==> src/rtl/tj_pkg.sv <==
// Shared constants, state and exception types for the table-jump unit.
// Assumes the widest register width is 64 and the narrow width is half of it.
package tj_pkg;
    parameter int XW_DEF      = 64;     // widest register width
    parameter int IW_DEF      = 8;      // table index width
    parameter int MW_DEF      = 6;      // mode field width
    parameter int CAW_DEF     = 12;     // CSR address width
    parameter logic [11:0] TBL_CSR_ADDR = 12'h017;
    parameter int LINK_MIN    = 32;     // first index of the linking form

    typedef enum logic [1:0] {
        EXC_NONE    = 2'd0,
        EXC_ILLEGAL = 2'd1,
        EXC_VIRTUAL = 2'd2,
        EXC_ACCESS  = 2'd3
    } exc_e;

    typedef enum logic [1:0] {
        ST_IDLE = 2'd0,
        ST_REQ  = 2'd1,
        ST_WAIT = 2'd2,
        ST_DONE = 2'd3
    } fsm_e;

    // Permission check shared by CSR accesses and instructions.
    function automatic exc_e access_gate(logic ext, logic en, logic virt);
        if (!ext)     return EXC_ILLEGAL;
        else if (!en) return virt ? EXC_VIRTUAL : EXC_ILLEGAL;
        else          return EXC_NONE;
    endfunction
endpackage

==> src/rtl/tj_csr.sv <==
// Table register with its CSR access port.
// Access checks are combinational; a write lands on the next clock edge.
// Assumes XW is even and that the narrow width is XW/2.
module tj_csr
    import tj_pkg::*;
#(
    parameter int XW  = XW_DEF,
    parameter int CAW = CAW_DEF,
    parameter logic [CAW-1:0] ADDR = CAW'(TBL_CSR_ADDR)
) (
    input  logic           clk,
    input  logic           rst_n,
    input  logic           xlen64,
    input  logic           ext_present,
    input  logic           tbl_enable,
    input  logic           virt_mode,
    input  logic           csr_valid,
    input  logic           csr_we,
    input  logic [CAW-1:0] csr_addr,
    input  logic [XW-1:0]  csr_wdata,
    output logic           csr_hit,
    output logic [XW-1:0]  csr_rdata,
    output exc_e           csr_exc,
    output logic [XW-1:0]  tbl_q
);
    localparam int HW = XW / 2;

    logic [XW-1:0] wr_val;

    // Decode the address, check permission and form read data.
    always_comb begin
        csr_hit   = csr_valid && (csr_addr == ADDR);
        csr_exc   = csr_hit ? access_gate(ext_present, tbl_enable, virt_mode) : EXC_NONE;
        wr_val    = xlen64 ? csr_wdata : {{HW{1'b0}}, csr_wdata[HW-1:0]};
        csr_rdata = '0;
        if (csr_hit && csr_exc == EXC_NONE)
            csr_rdata = xlen64 ? tbl_q : {{HW{1'b0}}, tbl_q[HW-1:0]};
    end

    // Hold the table register; clear on reset, update on a permitted write.
    always_ff @(posedge clk) begin
        if (!rst_n)
            tbl_q <= '0;
        else if (csr_hit && csr_we && csr_exc == EXC_NONE)
            tbl_q <= wr_val;
    end

    AST_CSR_BLOCKED_WRITE: assert property (@(posedge clk) disable iff (!rst_n)
        (csr_hit && csr_we && csr_exc != EXC_NONE) |=> $stable(tbl_q));
endmodule

==> src/rtl/tj_decode.sv <==
// Combinational decode of the table-jump word, legality check and address math.
// Assumes XW is even, the narrow width is XW/2, and XW > IW + 3.
module tj_decode
    import tj_pkg::*;
#(
    parameter int XW = XW_DEF,
    parameter int IW = IW_DEF,
    parameter int MW = MW_DEF
) (
    input  logic [15:0]   instr,
    input  logic [XW-1:0] instr_pc,
    input  logic [XW-1:0] tbl_q,
    input  logic          xlen64,
    input  logic          ext_present,
    input  logic          tbl_enable,
    input  logic          virt_mode,
    output logic          match,
    output logic          link,
    output exc_e          pre_exc,
    output logic [XW-1:0] entry_addr,
    output logic [XW-1:0] link_addr
);
    localparam int HW = XW / 2;

    logic [IW-1:0] idx;
    logic [XW-1:0] base;
    logic [XW-1:0] off;
    logic [XW-1:0] sum;
    logic [XW-1:0] nxt;

    // Recognise the opcode, then form the entry address and the link value.
    always_comb begin
        match = (instr[15:13] == 3'b101) && (instr[12:10] == 3'b000) && (instr[1:0] == 2'b10);
        idx   = instr[IW+1:2];
        link  = (int'(idx) >= LINK_MIN);
        base  = {tbl_q[XW-1:MW], {MW{1'b0}}};
        off   = xlen64 ? {{(XW-IW-3){1'b0}}, idx, 3'b000}
                       : {{(XW-IW-2){1'b0}}, idx, 2'b00};
        sum   = base + off;
        nxt   = instr_pc + XW'(2);
        entry_addr = xlen64 ? sum : {{HW{1'b0}}, sum[HW-1:0]};
        link_addr  = xlen64 ? nxt : {{HW{1'b0}}, nxt[HW-1:0]};
        pre_exc = access_gate(ext_present, tbl_enable, virt_mode);
        if (pre_exc == EXC_NONE && tbl_q[MW-1:0] != '0)
            pre_exc = EXC_ILLEGAL;
    end
endmodule

==> src/rtl/tj_fetch_fsm.sv <==
// Sequencer for one table-entry fetch: idle, request, wait, done.
// Assumes memory answers each accepted request with exactly one response.
module tj_fetch_fsm
    import tj_pkg::*;
#(
    parameter int XW = XW_DEF
) (
    input  logic          clk,
    input  logic          rst_n,
    input  logic          start,
    input  exc_e          pre_exc,
    input  logic [XW-1:0] addr,
    input  logic          wide,
    output logic          busy,
    output logic          done,
    output logic          mem_req_valid,
    input  logic          mem_req_ready,
    output logic [XW-1:0] mem_req_addr,
    output logic          mem_req_wide,
    input  logic          mem_rsp_valid,
    input  logic [XW-1:0] mem_rsp_data,
    input  logic          mem_rsp_fault,
    output exc_e          exc_q,
    output logic [XW-1:0] data_q
);
    fsm_e state;

    // Step the sequence and capture the request context and the response.
    always_ff @(posedge clk) begin
        if (!rst_n) begin
            state        <= ST_IDLE;
            exc_q        <= EXC_NONE;
            data_q       <= '0;
            mem_req_addr <= '0;
            mem_req_wide <= 1'b0;
        end else begin
            case (state)
                ST_IDLE: if (start) begin
                    mem_req_addr <= addr;
                    mem_req_wide <= wide;
                    exc_q        <= pre_exc;
                    state        <= (pre_exc == EXC_NONE) ? ST_REQ : ST_DONE;
                end
                ST_REQ:  if (mem_req_ready) state <= ST_WAIT;
                ST_WAIT: if (mem_rsp_valid) begin
                    data_q <= mem_rsp_data;
                    if (mem_rsp_fault) exc_q <= EXC_ACCESS;
                    state  <= ST_DONE;
                end
                default: state <= ST_IDLE;
            endcase
        end
    end

    // Derive handshake and status outputs from the state.
    always_comb begin
        busy          = (state != ST_IDLE);
        done          = (state == ST_DONE);
        mem_req_valid = (state == ST_REQ);
    end

    AST_REQ_HOLD: assert property (@(posedge clk) disable iff (!rst_n)
        (mem_req_valid && !mem_req_ready) |=> (mem_req_valid && $stable(mem_req_addr)));
    AST_DONE_PULSE: assert property (@(posedge clk) disable iff (!rst_n)
        done |=> !done);
endmodule

==> src/rtl/tj_unit.sv <==
// Table-jump unit top: table register, decoder, fetch sequencer, result outputs.
// Assumes one instruction at a time, presented only while busy is low.
module tj_unit
    import tj_pkg::*;
#(
    parameter int XW  = XW_DEF,
    parameter int IW  = IW_DEF,
    parameter int MW  = MW_DEF,
    parameter int CAW = CAW_DEF
) (
    input  logic           clk,
    input  logic           rst_n,
    input  logic           xlen64,
    input  logic           ext_present,
    input  logic           tbl_enable,
    input  logic           virt_mode,
    input  logic           csr_valid,
    input  logic           csr_we,
    input  logic [CAW-1:0] csr_addr,
    input  logic [XW-1:0]  csr_wdata,
    output logic           csr_hit,
    output logic [XW-1:0]  csr_rdata,
    output logic [1:0]     csr_exc,
    input  logic           instr_valid,
    input  logic [15:0]    instr,
    input  logic [XW-1:0]  instr_pc,
    output logic           busy,
    output logic           mem_req_valid,
    input  logic           mem_req_ready,
    output logic [XW-1:0]  mem_req_addr,
    output logic           mem_req_wide,
    input  logic           mem_rsp_valid,
    input  logic [XW-1:0]  mem_rsp_data,
    input  logic           mem_rsp_fault,
    output logic           done_valid,
    output logic           redirect_valid,
    output logic [XW-1:0]  redirect_pc,
    output logic           link_we,
    output logic [XW-1:0]  link_data,
    output logic           exc_valid,
    output logic [1:0]     exc_code
);
    localparam int HW = XW / 2;

    logic [XW-1:0] tbl_q;
    exc_e          csr_exc_e;
    logic          match, link, accept, done;
    exc_e          pre_exc, exc_q;
    logic [XW-1:0] entry_addr, link_addr, data_q;
    logic          link_q;
    logic [XW-1:0] link_data_q;

    tj_csr #(.XW(XW), .CAW(CAW)) u_csr (
        .clk(clk), .rst_n(rst_n), .xlen64(xlen64), .ext_present(ext_present),
        .tbl_enable(tbl_enable), .virt_mode(virt_mode), .csr_valid(csr_valid),
        .csr_we(csr_we), .csr_addr(csr_addr), .csr_wdata(csr_wdata),
        .csr_hit(csr_hit), .csr_rdata(csr_rdata), .csr_exc(csr_exc_e), .tbl_q(tbl_q)
    );

    tj_decode #(.XW(XW), .IW(IW), .MW(MW)) u_dec (
        .instr(instr), .instr_pc(instr_pc), .tbl_q(tbl_q), .xlen64(xlen64),
        .ext_present(ext_present), .tbl_enable(tbl_enable), .virt_mode(virt_mode),
        .match(match), .link(link), .pre_exc(pre_exc),
        .entry_addr(entry_addr), .link_addr(link_addr)
    );

    tj_fetch_fsm #(.XW(XW)) u_fsm (
        .clk(clk), .rst_n(rst_n), .start(accept), .pre_exc(pre_exc),
        .addr(entry_addr), .wide(xlen64), .busy(busy), .done(done),
        .mem_req_valid(mem_req_valid), .mem_req_ready(mem_req_ready),
        .mem_req_addr(mem_req_addr), .mem_req_wide(mem_req_wide),
        .mem_rsp_valid(mem_rsp_valid), .mem_rsp_data(mem_rsp_data),
        .mem_rsp_fault(mem_rsp_fault), .exc_q(exc_q), .data_q(data_q)
    );

    // Accept a recognised instruction only while idle.
    always_comb accept = instr_valid && match && !busy;

    // Keep the link decision and value for the result cycle.
    always_ff @(posedge clk) begin
        if (!rst_n) begin
            link_q      <= 1'b0;
            link_data_q <= '0;
        end else if (accept) begin
            link_q      <= link;
            link_data_q <= link_addr;
        end
    end

    // Form the single-cycle result from the sequencer's captured state.
    always_comb begin
        csr_exc        = csr_exc_e;
        done_valid     = done;
        redirect_valid = done && (exc_q == EXC_NONE);
        redirect_pc    = mem_req_wide ? {data_q[XW-1:1], 1'b0}
                                      : {{HW{1'b0}}, data_q[HW-1:1], 1'b0};
        link_we        = redirect_valid && link_q;
        link_data      = link_data_q;
        exc_valid      = done && (exc_q != EXC_NONE);
        exc_code       = exc_q;
    end

    AST_NO_FETCH_ON_EXC: assert property (@(posedge clk) disable iff (!rst_n)
        (accept && pre_exc != EXC_NONE) |=> (!mem_req_valid && exc_valid));
    AST_FAULT_ABORT: assert property (@(posedge clk) disable iff (!rst_n)
        (busy && !mem_req_valid && !done_valid && mem_rsp_valid && mem_rsp_fault)
        |=> (exc_valid && exc_code == EXC_ACCESS && !redirect_valid && !link_we));
endmodule

==> config.mk <==
export PLATFORM = sky130hd
export DESIGN_NAME = tj_unit
export DESIGN_NICKNAME = d
export VERILOG_FILES = /design/src/rtl/tj_pkg.sv /design/src/rtl/tj_csr.sv /design/src/rtl/tj_decode.sv /design/src/rtl/tj_fetch_fsm.sv /design/src/rtl/tj_unit.sv
export SDC_FILE = /design/constraint.sdc
export NUM_CORES = 1
export LEC_CHECK = 0
export BUFFER_PORTS_ARGS = -buffer_cell sky130_fd_sc_hd__buf_2
export CORE_MARGIN = 3
export CORE_UTILIZATION = 39
export DETAILED_ROUTE_END_ITERATION = 10
export HOLD_SLACK_MARGIN = 0.03
export PLACE_DENSITY_LB_ADDON = 0.1
export SLEW_MARGIN = 40
export SYNTH_ARGS = -nofsm -noshare
export SYNTH_HDL_FRONTEND = slang
export SYNTH_HIERARCHICAL = 1
export SYNTH_SLANG_ARGS = --single-unit
==> constraint.sdc <==
create_clock -name clk -period 3.2 [get_ports clk]
set_clock_uncertainty 0.05 [all_clocks]
set_input_delay 0 -clock clk [delete_from_list [all_inputs] [get_ports clk]]
set_output_delay 0 -clock clk [all_outputs]
set_load 0.01 [all_outputs]
# ---- Yosys cells after proc, flatten, opt, wreduce, memory -nomap -nowiden
# Index checks and enable logic that the tools add are counted.
dict set report word_totals {
  inputBits 232
  word_cells 69
  ff_bits 262
}
dict set report classes {
  n_addsub 2
  order_cmp 1
  muxes 21
  n_reduce_logical 27
  eq_ne 10
}
# op n
set ops {}
lappend ops {{$mux W64} 6}
lappend ops {{$add A64 B2 Y64 const B} 1}
lappend ops {{$add A64 B64 Y64} 1}
lappend ops {{$mux W2} 12}
lappend ops {{$eq A12 B5 Y1 const B} 1}
lappend ops {{$logic_and A1 B1 Y1} 12}
lappend ops {{$mux W11} 1}
lappend ops {{$logic_not A2 Y1} 5}
lappend ops {{$ge A8 B6 Y1 const B} 1}
lappend ops {{$eq A2 B2 Y1 const B} 3}
lappend ops {{$ne A2 B2 Y1 const B} 3}
lappend ops {{$pmux W2 S3} 1}
lappend ops {{$reduce_bool A2 Y1} 3}
lappend ops {{$reduce_bool A6 Y1} 1}
lappend ops {{$pmux W2 S2} 1}
lappend ops {{$reduce_and A2 Y1} 2}
lappend ops {{$reduce_and A4 Y1} 1}
lappend ops {{$eq A3 B3 Y1 const B} 1}
lappend ops {{$logic_not A3 Y1} 1}
lappend ops {{$reduce_and A3 Y1} 1}
lappend ops {{$eq A2 B1 Y1 const B} 1}
lappend ops {{$ne A2 B1 Y1 const B} 1}
lappend ops {{$logic_not A1 Y1} 1}

# ---- Logic depth before layout (Yosys ltp)
# Gate-level depths: netlist (run 1).
dict set report logic_depth {
  depth_word 10
  ltp_mapped 15
  ltp_nobuf 11
}

# ---- Hierarchy
# Netlist (run 1), hierarchy kept.
# module area_each_um2 cells_each n_inst seq_area_each_um2
set by_module_without_submodules {}
lappend by_module_without_submodules {tj_fetch_fsm 5069.9 598 1 2662.6}
lappend by_module_without_submodules {tj_decode 3450.8 540 1 0.0}
lappend by_module_without_submodules {tj_csr 3239.4 367 1 1281.2}
lappend by_module_without_submodules {tj_unit 2829.0 323 1 1301.2}

# ---- Worst setup path before layout (run 1)
# OpenSTA, ideal clock, no wires.
dict set report synth_path {
  path_kind {in2reg}
  start {in xlen64}
  end {reg u_fsm.mem_req_addr[40]}
  setup_time_ns 0.076
  path_slack_ns 0.191
  stages 15
  t_arrival_ns 2.883
  path_buffers 4
  required_time_ns 3.074
  path_cell_list {clkbuf_1 -> clkbuf_1 -> mux2_2 -> ha_1 -> inv_1 -> fa_1 -> nor2b_1 -> o31a_1 -> o211ai_1 -> clkbuf_1 -> buf_2 -> o21ai_0 -> a21oi_1 -> nand2_1 -> a21boi_0}
}
dict set report synth_via {
  elab_chain_cells 3
}
# element line
set synth_lines {}
lappend synth_lines {{from (decl)} tj_unit.sv:13} ;# input logic xlen64,
lappend synth_lines {{$mux W11} tj_decode.sv:37} ;# off = xlen64 ? {{(XW-IW-3){1'b0}}, idx, 3'b000}
lappend synth_lines {{$add A64 B64 Y64} tj_decode.sv:39} ;# sum = base + off;
lappend synth_lines {{$mux W64 *} tj_decode.sv:41} ;# entry_addr = xlen64 ? sum : {{HW{1'b0}}, sum[HW-1:0]};
lappend synth_lines {{net entry_addr[40]} tj_unit.sv:49} ;# logic [XW-1:0] entry_addr, link_addr, data_q;
lappend synth_lines {{to (signal assigned)} tj_fetch_fsm.sv:39} ;# mem_req_addr <= addr;
lappend synth_lines {{to (decl)} tj_fetch_fsm.sv:18} ;# output logic [XW-1:0] mem_req_addr,
# Mark *: on every way through the listed nets, which the timed path passes. The rest lies on a longest branch.
# A chain may end at the register's enable or synchronous reset.

# ---- Worst setup path after layout (run 1)
dict set report layout_path {
  start {in instr_pc[8]}
  end {reg link_data_q[14] (netlist: link_data[14])}
}
dict set report layout_via {
  elab_chain_cells 2
}
# element line
set layout_lines {}
lappend layout_lines {{from (decl)} tj_unit.sv:26} ;# input logic [XW-1:0] instr_pc,
lappend layout_lines {{$add A64 B2 Y64} tj_decode.sv:40} ;# nxt = instr_pc + XW'(2);
lappend layout_lines {{$mux W64} tj_decode.sv:42} ;# link_addr = xlen64 ? nxt : {{HW{1'b0}}, nxt[HW-1:0]};
lappend layout_lines {{net link_addr[14]} tj_unit.sv:49}
lappend layout_lines {{to (signal assigned)} tj_unit.sv:86} ;# link_data_q <= link_addr;
lappend layout_lines {{to (decl)} tj_unit.sv:51} ;# logic [XW-1:0] link_data_q;
# The timed path passes the listed nets, and every way through them passes these cells.

==> results by group, run 1 <==
Status
  – Status: finished clean

Drt
  – Max layer used: met5
  – Drt pass-1 iters: 5
  – Routed via count: 15,820
  – DR vias/cell: 5.090
  – 1st-iter DRT viols: 681
  – Final antenna-violating net count: 0
  – WL met2: 25,670 um
  – DRT Wirelength: 52,790 um
  – Metal3 WL: 3814 um
  – Post-route DRC: 0
  – WL met1: 21,660 um
  – DR WL/cell: 16.98 um

Timing
  – Pin slew with the least headroom to its limit: 0.8524 ns
  – Final Cycle Share: 0.9788
  – Worst Slack Setup Final: 0.06795 ns
  – F_max: 319.3 MHz
  – Finish-stage setup viols: 0
  – Final hold violations: 0
  – Slew Viols, Final: 0
  – Final min period: 3.132 ns
  – Slew headroom: 0.4265
  – RSZ-0062 raised after global routing: true

Final layout
  – Util after Layout: 0.5960
  – Area grow syn2layout: 50.28%
  – Most frequent cells in the layout: nand2_1, buf_2, dlygate4sd3_1, dfxtp_1, mux2i_1
  – Nets@finish: 2,861
  – Most common cell after layout, fill and taps aside: nand2_1
  – Share of cells above drive strength 1: 0.2393

Logic synthesis
  – Synthesized instance count: 1,824
  – Mapped Area: 14,550 um2
  – Post-synthesis area per instance: 7.979 um2
  – Warnings, synthesis: 6

Setup path
  – Critical Path, Cell by Cell: dlygate4sd3_1 > buf_2 > nand4_4 > nor3_2 > buf_4 > buf_4 > and4_1 > xor2_1 > dlygate4sd3_1 > nand2_1 > dlygate4sd3_1 > mux2i_1 > dlygate4sd3_1
  – R2r startpoint: u_csr/tbl_q[6]
  – Reg-to-reg slack, setup: 0.30 ns
  – Critical path fanouts, max: 7
  – Worst endpoint required time: 3.65 ns
  – Crit path largest cell delay: 0.58 ns
  – CP Launch Type: input port
  – Setup Crit Path Kind: input port to flip-flop
  – Slowest cell on the critical path: dlygate4sd3_1
  – CP startpoint: instr_pc[8]
  – Critical Path AT: 3.58 ns
  – Cell repeated most along the worst path: dlygate4sd3_1
  – CP Capture Type: flip-flop

Clock tree
  – CTS tree: built
  – H-tree levels: 1
  – Total CTS buffers: 31
  – CTS Buffer Depth: 3
  – Clock root buffer: clkbuf_16
  – Worst-path clk slew: 0.06 ns
  – Clock Sinks: 261
  – Clock insertion delay at the later pin of the skew report: 0.56 ns

Global routing
  – Number of global-route vias before repair: 15,190
  – Largest net degree at the start of global routing: 119
  – Initial antenna violation count: 5
  – Global-route wire length before repair: 81,070 um
  – GRT Residual Overflow: 0
  – All-Layer GR Usage: 0.2496

Worst hold path
  – Hold Crit Start: instr[8]
  – HP Class: input port to flip-flop

Floorplan
  – Die width: 199.2 um
  – Die H: 199.2 um
  – Io pins: 500
  – Initial Utilization: 0.3966
  – Row cnt: 70
  – Area of the die: 39,670 um2
  – Core Region: 36,700 um2

Placement
  – Pre-CTS setup slack: 0.1481 ns
  – Buffers on Ports: 497
  – Gpl congestion: 0.8235
  – DP Wirelength: 35,270 um

Pwr
  – Peak VDD IR: 0.3566 mV
  – Pwr Density: 373.6 nW/um2
  – Leakage power: 9.748 nW
  – Total chip power: 8.172 mW

Flow run
  – Max Cap Viol: 0
==> through the flow <==
step	setup TNS [ns]	std cells	hold slack [ns]	instance area (um2)
6_report	0	3108	0.08062	21870
4_1_cts	0	3091	0.04674	21660
5_1_grt	-0.01220	3108	0.1221	21870
3_5_place_dp	0	2690	0.1975	17140
2_1_floorplan	0	1825	0.004400	14560
3_3_place_gp	0	2690	0.1926	17140
==> layer usage <==
layer | vias up | global-route usage
li1 | 7826 | -
met1 | 7402 | 0.3062
met5 | - | 0
met3 | 97 | 0.06036
met2 | 491 | 0.4344
met4 | 4 | 0.07496
==> worst max-delay path, delay by kind of cell <==
family	cells	cell delay, ns
mux	1	0.15
xor+xnor	1	0.15
simple gates	4	0.57
buf+inv	7	2.71
==> final timing paths <==
| kind | cells after the start | to |
|---|---|---|
| max | 13 | link_data[14] |
| min | 6 | u_fsm/mem_req_addr[9] |
| max reg2reg | 11 | u_fsm/mem_req_addr[62] |
| min reg2reg | 2 | link_data[40] |
==> where the power goes <==
group          switching (mW)  internal (mW)  total, mW
clock                    1.40           2.24       3.64
combinational           0.550          0.609       1.16
sequential             0.0503           3.32       3.37
total                    2.00           6.17       8.17
==> flip-flops by register name, indices dropped and copies added, names as in the netlist <==
| register | count |
|---|---|
| link_data | 64 |
| link_q | 1 |
| u_csr/tbl_q | 64 |
| u_fsm/data_q | 63 |
| u_fsm/exc_q | 2 |
| u_fsm/mem_req_addr | 64 |
| u_fsm/mem_req_wide | 1 |
| u_fsm/state | 2 |
==> timing repair <==
action                                 CTS  global route
setup endpoints to repair                0            17
endpoints found under the hold margin  228             0
buffers inserted                         0            13
resized for setup                        0            20
hold buffers                           346             0
==> area by class of cell <==
type                    count  area [um2]
clock buffers              46       932.1
multi-input cells        1409        8547
clock inverters             9       126.4
fillers                  3291       14830
flip-flops and latches    261        5226
diodes                      3       7.507
inverters                  30       115.1
well taps                 468       585.6
repair buffers            882        6331
(Power assumes the default switching activity.)
==> run 2: changes to the inputs <==
--- a/config.mk
+++ b/config.mk
@@ -11,6 +11,7 @@
 export DETAILED_ROUTE_END_ITERATION = 10
 export HOLD_SLACK_MARGIN = 0.03
 export PLACE_DENSITY_LB_ADDON = 0.1
+export SETUP_SLACK_MARGIN = 0.4
 export SLEW_MARGIN = 40
 export SYNTH_ARGS = -nofsm -noshare
 export SYNTH_HDL_FRONTEND = slang
==> run 2 against run 1 <==
Critical path depth down 1. Setup slack better by 0.34 ns. Maximum frequency rose by 12%. Clock-buffer cell count rose by 3. Combinational power shrank 3%. Global-route usage decreased by 0.060 points. Via count decreased by 0.88%. Sequential power about the same. Critical endpoint is now u_fsm/mem_req_addr[40]. Largest cell class unchanged.
==> results by group, run 2 (synthesis gave the netlist of run 1 again) <==
Clock tree
  – CTS Buffer Depth: 3 (unchanged)
  – Worst-path clk slew: 0.06 ns (about the same)
  – Total CTS buffers: 30 (-3.2%)
  – H-tree levels: 1 (unchanged)
  – CTS tree: built
  – Clock insertion delay at the later pin of the skew report: 0.57 ns (about the same)
  – Clock root buffer: clkbuf_16
  – Clock Sinks: 261 (unchanged)

Pwr
  – Leakage power: 9.562 nW (-1.9%)
  – Peak VDD IR: 0.3448 mV (-3.3%)
  – Pwr Density: 375.8 nW/um2 (+0.59%)

Setup path
  – Setup Crit Path Kind: flip-flop to flip-flop
  – CP Launch Type: flip-flop
  – CP startpoint: u_csr/tbl_q[6]
  – Reg-to-reg slack, setup: 0.41 ns (+0.11 ns)
  – Critical Path AT: 3.24 ns (-0.34 ns)
  – CP Capture Type: flip-flop
  – R2r startpoint: u_csr/tbl_q[6]
  – Worst endpoint required time: 3.64 ns (about the same)
  – Critical path fanouts, max: 7 (unchanged)

Drt
  – DRT Wirelength: 53,210 um (+0.80%)
  – 1st-iter DRT viols: 745 (+9.4%)
  – Final antenna-violating net count: 0 (unchanged)
  – DR vias/cell: 5.101 (+0.21%)
  – Post-route DRC: 0 (unchanged)
  – Routed via count: 15,680 (-0.88%)
  – DR WL/cell: 17.31 um (+1.9%)
  – Drt pass-1 iters: 5 (unchanged)

Global routing
  – Number of global-route vias before repair: 15,010 (-1.2%)
  – All-Layer GR Usage: 0.2490 (-0.0005979)
  – Largest net degree at the start of global routing: 101 (-15%)
  – Global-route wire length before repair: 80,470 um (-0.74%)
  – GRT Residual Overflow: 0 (unchanged)
  – Initial antenna violation count: 0 (-5)

Final layout
  – Most frequent cells in the layout: nand2_1, buf_2, dlygate4sd3_1, dfxtp_1, mux2i_1
  – Reg area: 5228 um2 (about the same)
  – Most common cell after layout, fill and taps aside: nand2_1
  – Fillers: 3,347 (+1.7%)
  – Multi-input logic area: 8557 um2 (+0.12%)
  – Area grow syn2layout: 47.46%
  – Fin area: 21,460 um2 (-1.9%)
  – Nets@finish: 2,828 (-1.2%)
  – Share of cells above drive strength 1: 0.2534 (+0.01407)

Worst hold path
  – Hold Crit Start: instr[9]
  – HP Class: input port to flip-flop

Placement
  – DP Wirelength: 35,810 um (+1.5%)
  – Buffers on Ports: 497 (unchanged)
  – Gpl congestion: 0.8175 (-0.73%)
  – Dpl cell area: 17,180 um2 (+0.19%)

Floorplan
  – Initial Utilization: 0.3966 (unchanged)
  – Die H: 199.2 um (unchanged)
  – Core Region: 36,700 um2 (unchanged)
  – Row cnt: 70 (unchanged)
  – Die width: 199.2 um (unchanged)
  – Io pins: 500 (unchanged)
  – Area of the die: 39,670 um2 (unchanged)

Timing
  – Slew headroom: 0.4915 (+0.06502)
  – Finish-stage setup viols: 0 (unchanged)
  – Final min period: 2.794 ns (-0.3382 ns)
  – Final hold violations: 0 (unchanged)
  – Fin Setup TNS: 0 ns (unchanged)
  – F_max: 357.9 MHz (+12%)
  – Final Cycle Share: 0.8731 (-0.1057)
  – Slew Viols, Final: 0 (unchanged)
  – Pin slew with the least headroom to its limit: 0.7627 ns (-0.08967 ns)
  – RSZ-0062 raised after global routing: true

Status
  – Status: finished clean

Flow run
  – Max Cap Viol: 0 (unchanged)
-- run 2: cell types whose count changed in the layout (fill, tap and decap cells not counted), sizes merged --
| cell | before | now |
|---|---|---|
| dlygate4sd3 | 345 | 290 |
| buf | 536 | 560 |
| clkbuf | 46 | 49 |
| diode | 3 | 1 |
| bufinv | 3 | 2 |
| clkinvlp | 1 | 0 |
| dlymetal6s4s | 1 | 0 |
| inv | 31 | 30 |
-- run 2: layer usage --
| metal | GRT usage | part of all wire |
|---|---|---|
| met3 | 0.05733 | 0.064 |
| met1 | 0.3031 | 0.42 |
| met5 | 0 | 0 |
| met4 | 0.08433 | 0.036 |
| met2 | 0.4338 | 0.48 |
-- run 2: path summary, 6_finish.rpt --
kind                             to  cells after the start
max          u_fsm/mem_req_addr[40]                     12
max reg2reg  u_fsm/mem_req_addr[40]                     12
min           u_fsm/mem_req_addr[9]                      6
min reg2reg           link_data[57]                      2
-- run 2: worst max-delay path: stages (launching register included) --
cell and delay [ns]:
dfxtp_2 0.36, ha_4 0.14, inv_1 0.05, fa_2 0.35, nor2b_2 0.13, o31a_1 0.29, o211ai_1 0.25, buf_2 0.26
buf_4 0.16, or3_1 0.33, a21oi_1 0.14, nand2_1 0.06, a21boi_0 0.14
-- run 2: metrics by stage --
step	power [mW]	setup slack [ns]	utilization	hold WS, ns	instances
floorplan	3.902	0.4938	-	0.004400	1825
global placement	4.239	0.3538	0.4680	0.1917	2693
detailed placement	4.252	0.3038	0.4680	0.1979	2693
CTS	8.152	0.3804	0.5761	0.03724	3041
global route	8.398	0.2975	0.5848	0.09488	3073
finish	8.066	0.4061	0.5848	0.06261	3074
-- run 2: layout make-up --
| cell class | instances | share of cell area |
|---|---|---|
| Antenna cell | 1 | 0.0001166 |
| Tap cell | 468 | 0.02728 |
| Multi-Input combinational cell | 1409 | 0.3987 |
| Timing Repair Buffer | 850 | 0.2769 |
| Inverter | 30 | 0.005247 |
| Clock buffer | 49 | 0.04442 |
| Sequential cell | 261 | 0.2436 |
| Clock inverter | 6 | 0.003731 |
-- run 2: power by group --
part / internal (mW) / switching [mW]
combinational: 0.572 / 0.551
clock: 2.18 / 1.40
sequential: 3.32 / 0.0461
-- run 2: what timing repair did --
item / in CTS / in global routing
pin swaps: 0 / 18
gates cloned: 0 / 1
gates resized for setup: 2 / 26
hold endpoints to repair: 217 / 0
buffers inserted: 3 / 31
hold buffers: 290 / 0
endpoints found under the setup margin: 10 / 38
==> run 3: changes to the inputs <==
--- a/config.mk
+++ b/config.mk
@@ -8,6 +8,7 @@
 export BUFFER_PORTS_ARGS = -buffer_cell sky130_fd_sc_hd__buf_2
 export CORE_MARGIN = 3
 export CORE_UTILIZATION = 39
+export CTS_BUF_LIST = sky130_fd_sc_hd__clkbuf_16
 export DETAILED_ROUTE_END_ITERATION = 10
 export HOLD_SLACK_MARGIN = 0.03
 export PLACE_DENSITY_LB_ADDON = 0.1
==> constraint.sdc (replaced) <==
create_clock -name clk -period 2.9 [get_ports clk]
set_clock_uncertainty 0.05 [all_clocks]
set_input_delay 0 -clock clk [delete_from_list [all_inputs] [get_ports clk]]
set_output_delay 0 -clock clk [all_outputs]
set_load 0.01 [all_outputs]
==> run 3 against run 2 <==
Worst hold slack gained 0.010 ns. Sequential cell count is the same. Routed wire length grew 1.4%. Non-clock buffer count shrank 4. Maximum frequency is 7.7% higher. Largest cell class unchanged. Largest power group unchanged. Highest routed layer unchanged.
==> results by group, run 3 (synthesis gave the netlist of run 1 again) <==
Status
  – Status: finished clean

Floorplan
  – Initial Utilization: 0.3966 (unchanged)
  – Row cnt: 70 (unchanged)
  – Core Region: 36,700 um2 (unchanged)
  – Io pins: 500 (unchanged)
  – Area of the die: 39,670 um2 (unchanged)
  – Die H: 199.2 um (unchanged)
  – Die width: 199.2 um (unchanged)

Global routing
  – GR Util met3: 0.05412 (-0.003204)
  – Number of global-route vias before repair: 15,070 (+0.41%)
  – Largest net degree at the start of global routing: 103 (+2.0%)
  – Grt met2 use: 0.4291 (-0.004710)
  – All-Layer GR Usage: 0.2506 (+0.001633)
  – Initial antenna violation count: 1 (+1)
  – Global-route wire length before repair: 80,450 um (about the same)
  – GRT Residual Overflow: 0 (unchanged)
  – M1 GR Usage: 0.3109 (+0.007798)
  – Busiest grt layer: met2

Final layout
  – Most frequent cells in the layout: nand2_1, buf_2, dlygate4sd3_1, dfxtp_1, mux2i_1
  – Area grow syn2layout: 49.28%
  – Multi-input logic area: 8738 um2 (+2.1%)
  – Nets@finish: 2,828 (unchanged)
  – Fillers: 3,345 (-0.060%)
  – Reg area: 5234 um2 (+0.12%)
  – Most common cell after layout, fill and taps aside: nand2_1
  – Final std cells w/o fill: 3,075 (+0.033%)
  – Share of cells above drive strength 1: 0.2631 (+0.009698)

Setup path
  – Critical Path AT: 2.98 ns (-0.26 ns)
  – Critical path capture point: u_fsm/mem_req_addr[42]
  – R2R depth: 11 (-1)
  – Worst endpoint required time: 3.29 ns (-0.35 ns)
  – Critical path fanouts, max: 6 (-1)
  – CP Launch Type: flip-flop
  – Reg-to-reg slack, setup: 0.31 ns (-0.10 ns)
  – CP Capture Type: flip-flop
  – R2r startpoint: u_csr/tbl_q[6]
  – Setup Crit Path Kind: flip-flop to flip-flop
  – CP startpoint: u_csr/tbl_q[6]
  – Reg-to-Reg End: u_fsm/mem_req_addr[42]

Placement
  – Buffers on Ports: 497 (unchanged)
  – Dpl cells: 2,700 (+0.26%)
  – DP Wirelength: 35,740 um (-0.20%)
  – Gpl congestion: 0.8384 (+2.6%)

Drt
  – DR vias/cell: 5.111 (+0.20%)
  – Routed via count: 15,720 (+0.24%)
  – DRT Wirelength: 53,950 um (+1.4%)
  – Drt pass-1 iters: 5 (unchanged)
  – DR WL/cell: 17.55 um (+1.4%)
  – Final antenna-violating net count: 0 (unchanged)
  – 1st-iter DRT viols: 854 (+15%)
  – Post-route DRC: 0 (unchanged)

Pwr
  – Leakage power: 9.690 nW (+1.3%)
  – Pwr Density: 415.0 nW/um2 (+10%)
  – Peak VDD IR: 0.3316 mV (-3.8%)

Timing
  – RSZ-0062 raised after global routing: true
  – Final Cycle Share: 0.8942 (+0.02113)
  – Slew headroom: 0.4985 (+0.006949)
  – F_max: 385.6 MHz (+7.7%)
  – Final min period: 2.593 ns (-0.2007 ns)
  – Final hold violations: 0 (unchanged)
  – Finish-stage setup viols: 0 (unchanged)
  – Pin slew with the least headroom to its limit: 0.7523 ns (-0.01042 ns)
  – Slew Viols, Final: 0 (unchanged)
  – Fin Setup TNS: 0 ns (unchanged)

Clock tree
  – Worst-path clk slew: 0.06 ns (about the same)
  – Total CTS buffers: 34 (+13%)
  – Clock Sinks: 261 (unchanged)
  – CTS tree: built
  – Clock root buffer: clkbuf_16
  – CTS Buffer Depth: 3 (unchanged)
  – Clock insertion delay at the later pin of the skew report: 0.52 ns (-0.05 ns)
  – H-tree levels: 2 (+1)

Flow run
  – Max Cap Viol: 0 (unchanged)

Worst hold path
  – HP Class: input port to flip-flop
## run 3: cell count changes in the layout (fill, tap and decap cells not counted), moves of 4 or more
cell / before / now
o31ai_2: 0 / 4
clkbuf_8: 11 / 0
o31ai_1: 29 / 22
inv_1: 29 / 37
dfxtp_1: 259 / 254
a21boi_1: 20 / 30
clkbuf_1: 7 / 0
clkbuf_16: 31 / 36
clkinv_1: 0 / 7
dlygate4sd3_1: 290 / 279
a21boi_0: 107 / 98
dfxtp_2: 2 / 7
## run 3: timing repair
item / in CTS / in global routing
cloned: 3 / 1
resized for setup: 27 / 41
hold endpoints to repair: 233 / 0
endpoints found under the setup margin: 17 / 78
pin swaps: 26 / 23
setup buffers: 11 / 20
hold buffers: 279 / 0
## run 3: how the worst min path moves through the flow
stage / start / to / slack (ns) / cells past startpoint
detailed placement: csr_wdata[23] / u_csr/tbl_q[23] / 0.20 / 3
global placement: csr_wdata[13] / u_csr/tbl_q[13] / 0.19 / 3
global route: xlen64 / u_csr/tbl_q[60] / 0.08 / 4
CTS: xlen64 / u_csr/tbl_q[56] / 0.03 / 4
floorplan: tbl_enable / csr_exc[1] / 0.004 / 1
finish: instr[8] / u_fsm/mem_req_addr[8] / 0.07 / 6
## run 3: metrics by stage
stage | utilization | hold WS [ns] | total power [mW] | area [um2] | worst slack (ns)
after floorplan | - | 0.004400 | 4.312 | 14620 | 0.3357
after global placement | 0.4713 | 0.1941 | 4.696 | 17300 | 0.1533
after detailed placement | 0.4714 | 0.1971 | 4.711 | 17300 | 0.1015
after CTS | 0.5822 | 0.03122 | 9.097 | 21360 | 0.3232
after global routing | 0.5919 | 0.08079 | 9.366 | 21720 | 0.1907
final | 0.5920 | 0.07282 | 9.017 | 21730 | 0.3068
## run 3: area by class of cell
type / instances / area share
inverters: 30 / 0.005298
diodes: 3 / 0.0003455
clock inverters: 23 / 0.008005
repair buffers: 846 / 0.2760
clock buffers: 35 / 0.04031
well taps: 468 / 0.02695
flip-flops and latches: 261 / 0.2409
multi-input cells: 1409 / 0.4022
## run 3: worst max-delay path, cell delays in order, from the launching register on
cell and delay (ns):
dfxtp_2 0.35, ha_4 0.14, inv_2 0.03, fa_2 0.34, nor2b_2 0.13, o31a_1 0.23, o211ai_1 0.14, bufbuf_16 0.30
or4_4 0.47, a21oi_2 0.13, nand2_1 0.06, a21boi_1 0.12
## run 3: report_power, final
| group | leakage [nW] | internal, mW | switching [mW] |
|---|---|---|---|
| Sequential | 2.11 | 3.67 | 0.0568 |
| Clock | 0.549 | 2.44 | 1.62 |
| Combinational | 7.03 | 0.621 | 0.612 |
| Total | 9.69 | 6.73 | 2.29 |
## run 3: layer usage
layer / up-vias / routed length [um]
li1: 7759 / -
met1: 7347 / 22860
met2: 508 / 25720
met3: 103 / 3480
met4: 0 / 1890
met5: - / 0
